### config.mk
export PLATFORM = sky130hd
export DESIGN_NAME = vga_rf_wr_lane
export DESIGN_NICKNAME = d
export VERILOG_FILES = /design/src/rtl/vga_rf_pkg.sv /design/src/rtl/vga_rf_wr_lane.sv
export SDC_FILE = /design/constraint.sdc
export NUM_CORES = 1
export LEC_CHECK = 0
export BUFFER_PORTS_ARGS = -buffer_cell sky130_fd_sc_hd__buf_2
export CAP_MARGIN = 40
export CORE_AREA = 2 2 108 110
export DETAILED_ROUTE_END_ITERATION = 7
export DIE_AREA = 0 0 110 112
export PLACE_DENSITY = 0.62
export SYNTH_ARGS = -nofsm -noshare
export SYNTH_HDL_FRONTEND = slang
export SYNTH_SLANG_ARGS = --single-unit
### constraint.sdc
create_clock -name vclk -period 2.6
set_input_delay 0.52 -clock vclk [all_inputs]
set_output_delay 0.52 -clock vclk [all_outputs]
set_load 0.1 [all_outputs]
### src/rtl/vga_rf_pkg.sv
package vga_rf_pkg;

  // Pointer width: holds 3 * 255 and the one-past-end value of the palette.
  localparam int PTR_W = 10;

  localparam logic [15:0] P_ATTR     = 16'h03C0;
  localparam logic [15:0] P_ATTR_RD  = 16'h03C1;
  localparam logic [15:0] P_MISC_WR  = 16'h03C2;
  localparam logic [15:0] P_SEQ_IX   = 16'h03C4;
  localparam logic [15:0] P_SEQ_DT   = 16'h03C5;
  localparam logic [15:0] P_DAC_MASK = 16'h03C6;
  localparam logic [15:0] P_PAL_RIX  = 16'h03C7;
  localparam logic [15:0] P_PAL_WIX  = 16'h03C8;
  localparam logic [15:0] P_PAL_DT   = 16'h03C9;
  localparam logic [15:0] P_MISC_RD  = 16'h03CC;
  localparam logic [15:0] P_GRA_IX   = 16'h03CE;
  localparam logic [15:0] P_GRA_DT   = 16'h03CF;
  localparam logic [15:0] P_CRT_IX   = 16'h03D4;
  localparam logic [15:0] P_CRT_DT   = 16'h03D5;
  localparam logic [15:0] P_STATUS   = 16'h03DA;
  localparam logic [15:0] P_WIN_LO   = 16'h03C0;
  localparam logic [15:0] P_WIN_HI   = 16'h03DA;

  localparam logic [7:0] STATUS_FLIP = 8'h09;
  localparam logic [7:0] RD_DEFAULT  = 8'hFF;

  typedef struct packed {
    logic             flip;
    logic [7:0]       att_ix;
    logic [7:0]       seq_ix;
    logic [7:0]       gra_ix;
    logic [7:0]       crt_ix;
    logic [7:0]       misc;
    logic [7:0]       mask;
    logic [7:0]       status;
    logic [PTR_W-1:0] pal_rp;
    logic [PTR_W-1:0] pal_wp;
  } ctl_t;

  typedef struct packed {
    logic             we;
    logic [PTR_W-1:0] addr;
    logic [7:0]       data;
  } wport_t;

endpackage

### src/rtl/vga_rf_wr_lane.sv
module vga_rf_wr_lane
  import vga_rf_pkg::*;
#(
  parameter int ATT_N = 21,
  parameter int SEQ_N = 5,
  parameter int GRA_N = 9,
  parameter int CRT_N = 25,
  parameter int PAL_N = 768
) (
  input  logic        en,
  input  logic [15:0] port,
  input  logic [7:0]  data,
  input  ctl_t        cur,
  output ctl_t        nxt,
  output wport_t      att_w,
  output wport_t      seq_w,
  output wport_t      gra_w,
  output wport_t      crt_w,
  output wport_t      pal_w
);

  logic [PTR_W-1:0] data_x3;
  assign data_x3 = ({2'b00, data} << 1) + {2'b00, data};

  always_comb begin
    nxt   = cur;
    att_w = '0;
    seq_w = '0;
    gra_w = '0;
    crt_w = '0;
    pal_w = '0;
    if (en) begin
      case (port)
        P_ATTR: begin
          if (!cur.flip) begin
            nxt.att_ix = data;
          end else if (int'(cur.att_ix) < ATT_N) begin
            att_w = '{we: 1'b1, addr: {2'b00, cur.att_ix}, data: data};
          end
          nxt.flip = ~cur.flip;
        end
        P_MISC_WR:  nxt.misc   = data;
        P_SEQ_IX:   nxt.seq_ix = data;
        P_SEQ_DT: begin
          if (int'(cur.seq_ix) < SEQ_N)
            seq_w = '{we: 1'b1, addr: {2'b00, cur.seq_ix}, data: data};
        end
        P_DAC_MASK: nxt.mask   = data;
        P_PAL_RIX:  nxt.pal_rp = data_x3;
        P_PAL_WIX:  nxt.pal_wp = data_x3;
        P_PAL_DT: begin
          if (int'(cur.pal_wp) < PAL_N) begin
            pal_w      = '{we: 1'b1, addr: cur.pal_wp, data: data};
            nxt.pal_wp = cur.pal_wp + PTR_W'(1);
          end
        end
        P_GRA_IX:   nxt.gra_ix = data;
        P_GRA_DT: begin
          if (int'(cur.gra_ix) < GRA_N)
            gra_w = '{we: 1'b1, addr: {2'b00, cur.gra_ix}, data: data};
        end
        P_CRT_IX: begin
          if (cur.misc[0]) nxt.crt_ix = data;
        end
        P_CRT_DT: begin
          if (cur.misc[0] && (int'(cur.crt_ix) < CRT_N))
            crt_w = '{we: 1'b1, addr: {2'b00, cur.crt_ix}, data: data};
        end
        default: ;
      endcase
    end
  end

endmodule

==> results_dict.tcl <==
set metrics [dict create \
    ioPinCount 274 \
    syn_to_final_growth_pct 230 \
    nets 760 \
    nClkBuffers 0 \
    leakage_nw 3.42 \
    multi_input_area_um2 3180 \
    dp_hpwl_mm 12.3 \
    antenna_found_initial 0 \
    worst_slack_ps -337 \
    p_comb_share_pct 100.0 \
    hold_start "cur[23]" \
    place_area_um2 6840 \
    drcViolationCount 0 \
    hold_buffers 0 \
    gp_congestion 0.848 \
    grt_pass1_vias 4140 \
    cp.arrival_ps 2420 \
    drtPass1Iterations 4 \
    yosysMostFrequentCell "mux2_2" \
    port_buffers 235 \
    p_clk_share_pct 0 \
    switchingPower_mw 0.898 \
    synth_warnings 0 \
    cp.required_ps 2080 \
    routed_wl_mm 15.9 \
    rows 39 \
    hold_path_depth 0 \
    power_frac_seq_pct 0 \
    hold_violations 0 \
    status "finished, violations left" \
    core_um2 11200 \
    drive_gt1_share_pct 83.2 \
    power.total_mw 1.37 \
    start_kind "primary input" \
    initial_core_util_pct 20.9 \
    synth_area_leaders "mux2_2 (22%), and2_1 (11%), buf_4 (10%)" \
    grt_pass1_wl_mm 23.3 \
    ys_types 54 \
    sw_frac_of_total_pct 65.5 \
    grt_max_degree 18 \
    hold_class "primary input to output port" \
    vias 3844 \
    rsz0062_at_grt "true" \
    antenna_left 0 \
    syn-cell-area_um2 2330 \
    grt_overflow 0 \
    dieWidth_um 110 \
    drv_cap 0 \
    dr.first_iter.drc_count 113 \
    grt_usage_pct 24.6 \
    crit_type "primary input to output port" \
    powerDensity_nw_per_um2 178 \
    final_max_slew_viol_count 0 \
    ys_top_cells_by_count "mux2_2 (46), and2_1 (42), buf_4 (32)" \
    min_to "nxt[23]" \
    yosys.area.top_type_share_pct 22.2 \
    register_area_um2 0 \
    antenna_cells 0 \
    synth_largest_area_cell "mux2_2" \
    avgRoutedWirePerCell_um 20.2 \
    synth.avg_cell_area_um2 7.10 \
    num-fill-cells 777 \
    dieHeight_um 112 \
    critPathCaptureType "output port" \
    synthCells 329 \
    p_int_mw 0.474 \
    die_area_um2 12300 \
    crit_fanout 5 \
    final.min_clock_period_ps 2940 \
    ys_seq_area_share_pct 0 \
    ir_drop_uv 198 \
    design_area_um2 7700 \
    max_freq_ghz 0.340 \
    vias_per_cell 4.88 \
    violations "setup timing" \
    seq_cell_count 0 \
    final-setup-viol-count 127 \
    post-route-period-util_pct 113 \
]
## repair_timing
item	CTS	global route
setup buffers	19	10
gates resized for setup	115	45
cloned	5	0
pin swaps	44	40
setup endpoints to repair	121	141
## cell families (layout without fill, tap and decap cells)
kind of cell / Yosys count / in the layout / synth area share (%)
adder cells (fa/ha/maj): 12 / 12 / 6.75
AO/OA/AOI/OAI: 47 / 47 / 12.6
multiplexers: 47 / 47 / 22.6
XOR/XNOR: 6 / 6 / 2.25
AND/OR/NAND/NOR: 163 / 167 / 41.5
other: 1 / 23 / 0.161
buffers and inverters: 53 / 342 / 14.1
## through the flow
step / TNS (ps) / cells / util (%) / hold slack [ps] / worst slack (ps)
after global placement: -13160 / 759 / 61.2 / 1040 / -347
after global routing: -30260 / 787 / 68.9 / 1040 / -379
final: -21910 / 787 / 68.9 / 1040 / -337
after CTS: -15210 / 783 / 67.1 / 1040 / -313
after detailed placement: -16990 / 759 / 61.2 / 1040 / -387
after floorplan: -17620 / 351 / - / 1150 / -766
## worst max path at each step
stage / start / end / slack [ps] / cells after the start
after global placement: data[1] / nxt[17] / -350 / 11
after detailed placement: data[1] / nxt[17] / -390 / 11
after floorplan: port[14] / nxt[6] / -770 / 5
final: port[12] / nxt[1] / -340 / 10
after global routing: port[12] / nxt[1] / -380 / 10
after CTS: data[1] / nxt[17] / -310 / 12
## placed cells by master (no fill, tap or decap), types with 3 or more instances in the layout
master	netlist	layout
a21oi_4	0	3
o21ai_0	19	3
buf_2	2	89
o21ai_4	0	13
o211ai_1	4	4
and4_4	0	3
nand2_2	0	8
and2_4	0	41
nor2_4	0	10
nor2_2	3	4
nor3_1	15	4
a21oi_1	6	4
inv_1	7	4
nor3_4	0	12
buf_4	32	58
conb_1	1	23
ha_1	11	6
ha_4	0	5
nand4_1	5	5
nand3_1	7	6
nor2_1	16	8
nand2_1	28	18
buf_6	1	39
buf_12	0	148
mux2_2	46	8
o22ai_4	0	3
mux2_4	0	38
o21ai_2	0	3
and3_4	0	17
## worst max-delay path: stages
cell and delay, ps:
buf_6 100, nor4_4 330, buf_4 180, and4_4 300
nand3b_1 180, buf_4 190, nand2_2 60, nor2_2 40
a221o_4 350, buf_12 170
## per-layer routing
metal	wire (um)	GRT usage, %
met5	0	0
met4	551	7.26
met3	1190	3.98
met2	8860	48.1
met1	5270	26.0
## power by group through the flow
stage / logic, mW / registers, mW / clock network (mW)
6_report: 1.37 / 0 / 0
5_1_grt: 1.42 / 0 / 0
4_1_cts: 1.34 / 0 / 0
3_5_place_dp: 1.26 / 0 / 0
3_3_place_gp: 1.24 / 0 / 0
2_1_floorplan: 0.881 / 0 / 0
## area by class of cell
type                       instances  area share, %
tap                              143           2.32
multi-input combinational        302           41.3
inverter                           7          0.439
timing repair buffer             335           56.0
(Power assumes the default switching activity.)
